File: src/rtl/elem_step_pkg.sv
`timescale 1ns/1ps
package elem_step_pkg;
  typedef enum logic {
    ST_IDLE = 1'b0,
    ST_RUN  = 1'b1
  } seq_state_e;
endpackage

File: src/rtl/seq_rst_sync.sv
`timescale 1ns/1ps
module seq_rst_sync (
  input  logic clk,
  input  logic rst_n_in,
  output logic rst_n_out
);
  logic [1:0] sync_q;

  always_ff @(posedge clk or negedge rst_n_in) begin
    if (!rst_n_in) sync_q <= 2'b00;
    else           sync_q <= {sync_q[0], 1'b1};
  end

  assign rst_n_out = sync_q[1];
endmodule

File: src/rtl/pred_mask_resolve.sv
`timescale 1ns/1ps
// Builds one side's per-element predicate from either integer bits or a
// selected flag of each condition field.
module pred_mask_resolve #(
  parameter int N = 128
) (
  input  logic           sel_cr,
  input  logic [1:0]     cr_bit,
  input  logic           cr_inv,
  input  logic [N-1:0]   int_mask,
  input  logic [4*N-1:0] cr_fields,
  output logic [N-1:0]   mask
);
  logic [N-1:0] cr_mask;

  for (genvar k = 0; k < N; k++) begin : g_field
    logic [3:0] fld;
    assign fld        = cr_fields[4*k +: 4];
    assign cr_mask[k] = fld[cr_bit] ^ cr_inv;
  end

  assign mask = sel_cr ? cr_mask : int_mask;
endmodule

File: src/rtl/next_set_finder.sv
`timescale 1ns/1ps
// Returns the lowest position >= from whose mask bit is set (every position
// counts when zero_mode is set); returns N when none remains.
module next_set_finder #(
  parameter int N  = 128,
  parameter int PW = $clog2(N + 1)
) (
  input  logic [N-1:0]  mask,
  input  logic          zero_mode,
  input  logic [PW-1:0] from,
  output logic [PW-1:0] pos
);
  always_comb begin
    pos = PW'(N);
    for (int k = N - 1; k >= 0; k--) begin
      if ((mask[k] || zero_mode) && (PW'(k) >= from)) pos = PW'(k);
    end
  end
endmodule

File: src/rtl/elem_step_seq.sv
`timescale 1ns/1ps
module elem_step_seq #(
  parameter int MAX_VL = 128,
  parameter int IW     = $clog2(MAX_VL),
  parameter int PW     = $clog2(MAX_VL + 1)
) (
  input  logic                clk,
  input  logic                rst_n,
  input  logic                start,
  input  logic                stall,
  input  logic [PW-1:0]       vl,
  input  logic                twin,
  input  logic                src_sel_cr,
  input  logic [1:0]          src_cr_bit,
  input  logic                src_cr_inv,
  input  logic                src_zero,
  input  logic [MAX_VL-1:0]   src_int_mask,
  input  logic                dst_sel_cr,
  input  logic [1:0]          dst_cr_bit,
  input  logic                dst_cr_inv,
  input  logic                dst_zero,
  input  logic [MAX_VL-1:0]   dst_int_mask,
  input  logic [4*MAX_VL-1:0] cr_fields,
  input  logic [IW-1:0]       cr_base,
  output logic                valid,
  output logic                zero_wr,
  output logic                done,
  output logic [IW-1:0]       src_idx,
  output logic [IW-1:0]       dst_idx,
  output logic [IW-1:0]       cr_idx,
  output logic                cr_eq
);
  import elem_step_pkg::*;

  localparam logic [PW-1:0] VL_MAX = PW'(MAX_VL);

  logic rst_sn;
  seq_rst_sync u_rst (.clk(clk), .rst_n_in(rst_n), .rst_n_out(rst_sn));

  // Mask resolution at the inputs
  logic [MAX_VL-1:0] src_res, dst_res;

  pred_mask_resolve #(.N(MAX_VL)) u_src_res (
    .sel_cr(src_sel_cr), .cr_bit(src_cr_bit), .cr_inv(src_cr_inv),
    .int_mask(src_int_mask), .cr_fields(cr_fields), .mask(src_res)
  );
  pred_mask_resolve #(.N(MAX_VL)) u_dst_res (
    .sel_cr(dst_sel_cr), .cr_bit(dst_cr_bit), .cr_inv(dst_cr_inv),
    .int_mask(dst_int_mask), .cr_fields(cr_fields), .mask(dst_res)
  );

  // State
  seq_state_e        state_q, state_d;
  logic [MAX_VL-1:0] src_m_q, dst_m_q;
  logic [PW-1:0]     vl_q, s_pos_q, s_pos_d, d_pos_q, d_pos_d;
  logic              twin_q, sz_q, dz_q;
  logic [IW-1:0]     base_q;

  // Position search after skipping
  logic [PW-1:0] s_nxt, d_nxt;

  next_set_finder #(.N(MAX_VL), .PW(PW)) u_src_find (
    .mask(src_m_q), .zero_mode(sz_q), .from(s_pos_q), .pos(s_nxt)
  );
  next_set_finder #(.N(MAX_VL), .PW(PW)) u_dst_find (
    .mask(dst_m_q), .zero_mode(dz_q), .from(d_pos_q), .pos(d_nxt)
  );

  logic running, more, s_bit, d_bit, adv_src, load_en, step_en;

  assign running = (state_q == ST_RUN);
  assign more    = running && (s_nxt < vl_q) && (d_nxt < vl_q);
  assign s_bit   = src_m_q[s_nxt[IW-1:0]];
  assign d_bit   = dst_m_q[d_nxt[IW-1:0]];
  // A zeroed destination element leaves the source in place in twin mode
  assign adv_src = twin_q ? d_bit : 1'b1;
  assign load_en = start;
  assign step_en = running && !stall;

  // Next-state logic
  always_comb begin
    state_d = state_q;
    s_pos_d = s_pos_q;
    d_pos_d = d_pos_q;
    if (load_en) begin
      state_d = ST_RUN;
      s_pos_d = '0;
      d_pos_d = '0;
    end else if (step_en) begin
      if (more) begin
        s_pos_d = s_nxt + PW'(adv_src);
        d_pos_d = d_nxt + PW'(1);
      end else begin
        state_d = ST_IDLE;
      end
    end
  end

  // Registers
  always_ff @(posedge clk or negedge rst_sn) begin
    if (!rst_sn) begin
      state_q <= ST_IDLE;
      s_pos_q <= '0;
      d_pos_q <= '0;
      src_m_q <= '0;
      dst_m_q <= '0;
      vl_q    <= '0;
      twin_q  <= 1'b0;
      sz_q    <= 1'b0;
      dz_q    <= 1'b0;
      base_q  <= '0;
    end else begin
      state_q <= state_d;
      s_pos_q <= s_pos_d;
      d_pos_q <= d_pos_d;
      if (load_en) begin
        src_m_q <= twin ? src_res : dst_res;
        dst_m_q <= dst_res;
        vl_q    <= (vl > VL_MAX) ? VL_MAX : vl;
        twin_q  <= twin;
        sz_q    <= twin ? src_zero : dst_zero;
        dz_q    <= dst_zero;
        base_q  <= cr_base;
      end
    end
  end

  // Outputs
  assign valid   = more;
  assign done    = running && !more;
  assign zero_wr = more && (!s_bit || !d_bit);
  assign cr_eq   = zero_wr;
  assign src_idx = more ? s_nxt[IW-1:0] : '0;
  assign dst_idx = more ? d_nxt[IW-1:0] : '0;
  assign cr_idx  = more ? IW'(base_q + d_nxt[IW-1:0]) : '0;
endmodule

File: config.mk
export PLATFORM = sky130hd
export DESIGN_NAME = elem_step_seq
export DESIGN_NICKNAME = d
export VERILOG_FILES = /design/src/rtl/elem_step_pkg.sv /design/src/rtl/seq_rst_sync.sv /design/src/rtl/pred_mask_resolve.sv /design/src/rtl/next_set_finder.sv /design/src/rtl/elem_step_seq.sv
export SDC_FILE = /design/constraint.sdc
export NUM_CORES = 2
export LEC_CHECK = 0
export CORE_AREA = 10 10 312 314
export DETAILED_ROUTE_END_ITERATION = 8
export DIE_AREA = 0 0 322 324
export PLACE_DENSITY_LB_ADDON = 0.3
export SETUP_SLACK_MARGIN = 0.5
export SLEW_MARGIN = 15
export SYNTH_ARGS = -nofsm -noshare
export SYNTH_HDL_FRONTEND = slang
export SYNTH_SLANG_ARGS = --single-unit
File: constraint.sdc
create_clock -name clk -period 25.8 [get_ports clk]
set_clock_uncertainty 0.1 [all_clocks]
set_input_delay 5.16 -clock clk [delete_from_list [all_inputs] [get_ports clk]]
set_output_delay 5.16 -clock clk [all_outputs]
set_load 0.005 [all_outputs]
-- Word level (Yosys, flattened, before mapping)
Index checks and enable logic that the tools add are counted.
- flip-flop bits (word level): 293
- latch bits: 0
- memory bits (writable): 0
- ROM bits: 0
- bits of input ports: 798
- output and inout bits: 25
- logic and storage cells: 1850
- memories: 0
- $add $sub $neg: 3
- multipliers: 0
- divide/modulo/power cells: 0
- order comparisons: 263
- equality and inequality tests: 1
- shifts and indexed selects: 0
- multiplexer cells: 790
- bitwise gates (word level): 256
- reduce and logical (&&, ||, !) cells: 526
- operator list (cell ; count):
    $mux W8 ; 263
    $ge A7 B8 Y1 const A ; 128
    $bmux W1 S2 ; 256
    $ge A6 B8 Y1 const A ; 64
    $mux W128 ; 3
    $mux W1 ; 263
    $logic_and A1 B1 Y1 ; 261
    $logic_or A1 B1 Y1 ; 257
    $ge A5 B8 Y1 const A ; 32
    $xor A1 B1 Y1 ; 256
    $ge A4 B8 Y1 const A ; 16
    $ge A3 B8 Y1 const A ; 8
    $ge A1 B8 Y1 const A ; 4
    $ge A2 B8 Y1 const A ; 4
    $mux W7 ; 3
    $lt A7 B8 Y1 const B ; 2
    $lt A8 B8 Y1 ; 2
    $bmux W1 S7 ; 2
    $add A8 B1 Y8 ; 1
    $add A8 B1 Y8 const B ; 1
    $gt A8 B8 Y1 const B ; 1
    $add A7 B7 Y7 ; 1
    $lt A2 B3 Y1 const B ; 2
    $logic_not A1 Y1 ; 4
    other kinds (3) ; 5

-- Longest topological paths before layout
- depth after elaboration: 137
- mapped depth: 28
- gate-level depth less buffers: 22

-- By module
From an unflattened synthesis, not the netlist that was laid out.
- cells, all modules: 4004
- area, all modules: 35920.7 um^2
- modules (own cells, without submodules) (module ; times used ; cells each ; area an instance (um^2) ; sequential area each (um^2)):
    elem_step_seq ; 1 ; 1227 ; 14918.1 ; 7282.0
    pred_mask_resolve ; 2 ; 582 ; 5683.0 ; 0.0
    next_set_finder at u_dst_find ; 1 ; 810 ; 4918.5 ; 0.0
    next_set_finder at u_src_find ; 1 ; 800 ; 4664.5 ; 0.0
    seq_rst_sync ; 1 ; 3 ; 53.8 ; 50.0

-- Least setup slack after synthesis
Ideal clock, no wire load.
- path type: reg2out
- start: register dz_q
- end: output zero_wr
- arrival: 4.835 ns
- data required time: 20.540 ns
- slack: 15.705 ns
- stages on the path, launching flop included: 20
- path buffers: 7
- path through: dfrtp_1 > buf_4 > buf_2 > buf_2 > buf_2 > buf_1 > o311ai_0 > nand2_1 > nor3_1 > nor4bb_1 > nand3_1 > inv_1 > ha_1 > a21o_1 > a2111oi_0 > nand3_1 > or3_1 > clkbuf_1 > a41oi_1 > buf_4
- cells in the longest elaborated chain, start to end: 135
- elaborated cells on any way between the ends: 391
- those cells by class: order compare (1); mux (130); reduce/logical (260)
- ends and longest elaborated chain (what ; RTL line ; text):
    start: declaration ; elem_step_seq.sv:56 ; logic twin_q, sz_q, dz_q;
    start signal: assignment ; elem_step_seq.sv:122 ; dz_q <= dst_zero;
    $logic_or A1 B1 Y1 ; next_set_finder.sv:16 ; if ((mask[k] || zero_mode) && (PW'(k) >= from)) pos = PW'(k);
    $logic_and A1 B1 Y1 ; next_set_finder.sv:16 ;
    $mux W8 (127 in a row) ; next_set_finder.sv:16 ;
    $mux W8 * ; next_set_finder.sv:16 ;
    $bmux W1 S7 ; elem_step_seq.sv:74 ; assign d_bit = dst_m_q[d_nxt[IW-1:0]];
    $mux W1 (not written as such) ; elem_step_seq.sv:74 ;
    $logic_not A1 Y1 ; elem_step_seq.sv:131 ; assign zero_wr = more && (!s_bit || !d_bit);
    $logic_or A1 B1 Y1 ; elem_step_seq.sv:131 ;
    $logic_and A1 B1 Y1 * ; elem_step_seq.sv:131 ;
    end: declaration ; elem_step_seq.sv:26 ; output logic zero_wr,
Every way passes the cells marked *; elsewhere a longest branch is shown, timed or not. The select of a mux whose other input is x is not followed.

-- Worst setup path in the final report
- start: register d_pos_q[1]
- end: output src_idx[5]
- cells in the longest elaborated chain, start to end: 133
- elaborated cells on any way between the ends: 387
- those cells by class: order compare (129); mux (129); reduce/logical (129)
- ends and longest elaborated chain (what ; RTL line ; text):
    start: declaration ; elem_step_seq.sv:55 ; logic [PW-1:0] vl_q, s_pos_q, s_pos_d, d_pos_q, d_pos_d;
    start signal: assignment ; elem_step_seq.sv:115 ; d_pos_q <= d_pos_d;
    $ge A7 B8 Y1 ; next_set_finder.sv:16 ;
    $logic_and A1 B1 Y1 ; next_set_finder.sv:16 ;
    $mux W8 (127 in a row) ; next_set_finder.sv:16 ;
    $mux W8 * ; next_set_finder.sv:16 ;
    $lt A8 B8 Y1 * ; elem_step_seq.sv:72 ; assign more = running && (s_nxt < vl_q) && (d_nxt < vl_q);
    $logic_and A1 B1 Y1 * ; elem_step_seq.sv:72 ;
    $mux W7 * ; elem_step_seq.sv:133 ; assign src_idx = more ? s_nxt[IW-1:0] : '0;
    end: declaration ; elem_step_seq.sv:28 ; output logic [IW-1:0] src_idx,
Every way passes the cells marked *; elsewhere a longest branch is shown, timed or not.

==> out/summary.log <==
INFO  outcome        result_of_the_run=finished, final reports clean
INFO  pwr            swShare=50.2%
INFO  synth          number_of_enable_flip_flop_cells_after_synthesis=0
INFO  setup_path     required=20.54ns
INFO  pwr            power.density_cell_area=71.8nW/um^2
INFO  pwr            pwr-share-comb=63.4%
INFO  clock_network  ctsResizeCount=0
INFO  synth          synth_async_sr_flop_share=100%
INFO  detailed_routing total_detailed_routing_wirelength=209000um
INFO  die            design.core.area=91100um^2
INFO  die            fp.dieW=322um
INFO  synth          synth_cells=4339
INFO  sta            relative_slew_slack=11.1%
INFO  sta            worst_pin_slew=1.33ns
INFO  pwr            power.share.clock=16.7%
INFO  place          gp_routability_congestion=1.07
INFO  synth          postSynthNetCount=5161
INFO  clock_network  postCtsSetupRepairBufs=0
INFO  setup_path     critPathKind=reg2out
INFO  job            cap_viol_max_count=0
INFO  detailed_routing dr.first_iter.drc_count=4912
INFO  setup_path     critical-path-top-delay-family=compound AO/OA/AOI/OAI gates
INFO  synth          synth-seq-area-share=20.4%
INFO  detailed_routing final_routed_drc_violation_total=0
INFO  sta            clock.fmax=0.0724GHz
INFO  pwr            pwr-share-seq=20.0%
INFO  pwr            cellLeakagePower=0.0169uW
INFO  setup_path     timing.critical_path.from_type=flop
INFO  sta            setup_viol=0
INFO  clock_network  tritoncts=built
INFO  clock_network  cts_max_level=2
INFO  detailed_routing drt.antenna.violating_nets=0
INFO  die            dieHeight=324um
INFO  synth          synthFlopType=sky130_fd_sc_hd__dfrtp_1
INFO  pwr            power.net_switching=1650uW
INFO  setup_path     cp-end-kind=output pin
INFO  grt            grt_remaining_overflow=0
INFO  die            site_rows=111
INFO  synth          synthDistinctLibCells=110
INFO  die            io-pin-count=823
INFO  setup_path     worstPathMaxFanout=47
INFO  sta            shortest_period_the_worst_path_allows=13.82ns
INFO  grt            grt_max_degree=181
INFO  sta            finalSetupTns=0ns
INFO  clock_network  clock_path_buffers=3
INFO  sta            hold_slack=0.248ns
INFO  cells_and_area final_layout_size_suffix_gt1_share=11.2%
INFO  pwr            p_int=1640uW
INFO  grt            grt_first_pass_wirelength=293000um
INFO  setup_path     timing.critical_path.cells=buf_4, o21ai_0, o221ai_1, o21ai_0, nor2_1, or4_1, nor4b_1, nand4bb_1, a21bo_2, o21bai_1, inv_1, ha_1, a21boi_1, o21a_1, o21ai_1, a21oi_1, or3_1, buf_4, inv_1, and2_1, clkdlybuf4s50_1
INFO  sta            final_hold_viol_count=0
INFO  detailed_routing drt_first_pass_iters=8
INFO  place          place.detailed.hpwl=167000um
INFO  synth          synthesis.area=36000um^2
INFO  worst_hold_path hold_path.class=reg2reg
INFO  cells_and_area area_growth=27.3%
INFO  sta            timing.final.crit_share=53.6%
INFO  clock_network  clock_sink_count=293
INFO  cells_and_area post_layout_net_count=5690
INFO  clock_network  root_buffer=sky130_fd_sc_hd__clkbuf_16
INFO  setup_path     timing.critical_path.buf_inv=5
INFO  grt            first_global_vias=39800
INFO  die            die_area=104000um^2
INFO  sta            rsz0062_at_grt=false
INFO  detailed_routing detail_routed_net_length_per_standard_cell=34.2um
INFO  die            start_util=39.5%
INFO  synth          yosys_warnings=0
INFO  clock_network  insertion_delay=0.59ns
INFO  detailed_routing viasPerCell=6.69
INFO  clock_network  cts-buffers-inserted=37
INFO  setup_path     critPathArrivalTime=8.56ns
INFO  grt            global_route.usage.total=38.2%
INFO  clock_network  cts.reportedPaths.clkPinSlew=0.06ns
INFO  sta            slew_viol_final=0
INFO  synth          synth.ff_latch_count=293
INFO  clock_network  holdBufCountCts=0
INFO  place          buffer_ports.inserted=822
INFO  setup_path     timing.critical_path.slowest_stage_cell=sky130_fd_sc_hd__o21ai_0
INFO  setup_path     critPathMaxStageDelay=1.05ns
INFO  grt            antenna_found_initial=23
INFO  synth          synthesized_area_divided_by_synthesized_cell_count=8.30um^2
INFO  pwr            peakVddDrop=71.2uV
INFO  detailed_routing via_count=40800
## power by group through the flow
stage               Combinational (uW)  Clock, uW  Sequential, uW
finish                            2090        548             657
floorplan                         1270          0             580
global placement                  2020          0             659
detailed placement                2010          0             658
global route                      2170        572             657
CTS                               2020        553             651
## layer usage
layer / vias to the layer above / wire, um / GRT usage [%]
met5: - / 49 / 0
met4: 8 / 12100 / 20.4
met2: 2478 / 96400 / 61.6
met3: 425 / 19200 / 8.32
li1: 17700 / - / -
met1: 20300 / 81000 / 47.6
## cells by family (layout without fill, tap and decap cells)
logic type / count (synthesis) / in the layout / share of synthesized area [%]
flip-flops: 293 / 293 / 20.4
adder cells (fa/ha/maj): 24 / 24 / 0.855
AND/OR/NAND/NOR: 1203 / 1203 / 15.4
other: 1 / 19 / 0.0104
AO/OA/AOI/OAI: 1644 / 1644 / 29.9
multiplexers: 422 / 422 / 20.8
buffers and inverters: 483 / 1040 / 6.10
XOR/XNOR: 269 / 269 / 6.54
## stage by stage
stage	util [%]	instances	instance area (um^2)	power (uW)	worst slack (ns)
2_1_floorplan	-	4339	36000	1850	15.71
3_3_place_gp	48.9	6015	44600	2670	12.91
3_5_place_dp	48.9	6015	44600	2670	12.94
4_1_cts	50.2	6082	45800	3220	12.33
5_1_grt	50.3	6098	45800	3400	11.94
6_report	50.3	6100	45800	3290	11.98
## state kept, by name, summed over array words and instances (netlist names), 2 cells and up
signal / flops
vl_q: 8
s_pos_q: 8
base_q: 7
src_m_q: 128
d_pos_q: 8
dst_m_q: 128
u_rst.sync_q: 2
## layout make-up
| class | count | area [um^2] |
|---|---|---|
| inverter | 64 | 248 |
| fill | 8878 | 45300 |
| antenna | 18 | 45.0 |
| sequential | 293 | 7350 |
| clock inverter | 15 | 186 |
| timing repair buffer | 909 | 8930 |
| clock buffer | 52 | 1040 |
| tap | 1186 | 1480 |
| multi-input combinational | 3563 | 26500 |
## synthesized netlist by cell type (17+ instances only)
cell,number,area (um^2)
sky130_fd_sc_hd__or3_1,17,106
sky130_fd_sc_hd__o21a_1,23,173
sky130_fd_sc_hd__o211ai_1,35,263
sky130_fd_sc_hd__o221ai_1,40,350
sky130_fd_sc_hd__ha_1,23,288
sky130_fd_sc_hd__nor3_1,61,305
sky130_fd_sc_hd__o21ai_0,151,756
sky130_fd_sc_hd__clkbuf_1,215,807
sky130_fd_sc_hd__nand2b_1,18,113
sky130_fd_sc_hd__and2_1,19,119
sky130_fd_sc_hd__mux4_2,258,5810
sky130_fd_sc_hd__xnor2_1,267,2340
sky130_fd_sc_hd__buf_1,65,244
sky130_fd_sc_hd__o31ai_1,19,143
sky130_fd_sc_hd__a211oi_1,302,2270
sky130_fd_sc_hd__buf_6,18,203
sky130_fd_sc_hd__o22ai_1,72,450
sky130_fd_sc_hd__a21o_1,137,1030
sky130_fd_sc_hd__nor2_1,691,2590
sky130_fd_sc_hd__inv_1,61,229
sky130_fd_sc_hd__nand3_1,47,235
sky130_fd_sc_hd__a21oi_1,574,2870
sky130_fd_sc_hd__buf_2,87,435
sky130_fd_sc_hd__nand4_1,17,106
sky130_fd_sc_hd__a31oi_1,39,244
sky130_fd_sc_hd__nand2_1,150,563
sky130_fd_sc_hd__buf_4,30,225
sky130_fd_sc_hd__nor2b_1,32,200
sky130_fd_sc_hd__o32ai_1,20,175
sky130_fd_sc_hd__dfrtp_1,293,7330
sky130_fd_sc_hd__or2_2,38,238
sky130_fd_sc_hd__mux2_2,25,282
sky130_fd_sc_hd__mux2i_1,139,1390
## worst paths after layout
check,from,endpoint,slack [ns],cells after the start
max,d_pos_q[1]$_DFFE_PN0P_,src_idx[5],11.98,21
max reg2reg,dz_q$_DFFE_PN0P_,s_pos_q[7]$_DFFE_PN0P_,17.63,24
min,u_rst.sync_q[0]$_DFF_PN0_,u_rst.sync_q[1]$_DFF_PN0_,0.25,0
min in group asynchronous,u_rst.sync_q[1]$_DFF_PN0_,src_m_q[67]$_DFFE_PN0P_,0.31,0
max in group asynchronous,rst_n,u_rst.sync_q[1]$_DFF_PN0_,20.80,1
min reg2reg,u_rst.sync_q[0]$_DFF_PN0_,u_rst.sync_q[1]$_DFF_PN0_,0.25,0
## placed cells by master (no fill, tap or decap), drive strengths merged, types with 25 or more instances in the layout
cell,synthesis,final
mux2,25,25
a211oi,305,305
clkdlybuf4s50,0,812
a21o,139,139
o21ai,165,165
buf,202,96
xnor2,267,267
nand3,50,50
o211ai,36,36
o22ai,72,72
mux4,258,258
or2,43,43
nor2b,32,32
dfrtp,293,293
nor2,694,694
inv,62,63
a21oi,577,577
a31oi,39,39
clkbuf,217,53
mux2i,139,139
nor3,63,63
o221ai,40,40
nand2,151,151
No activity file was read; power rests on OpenSTA's default activity.
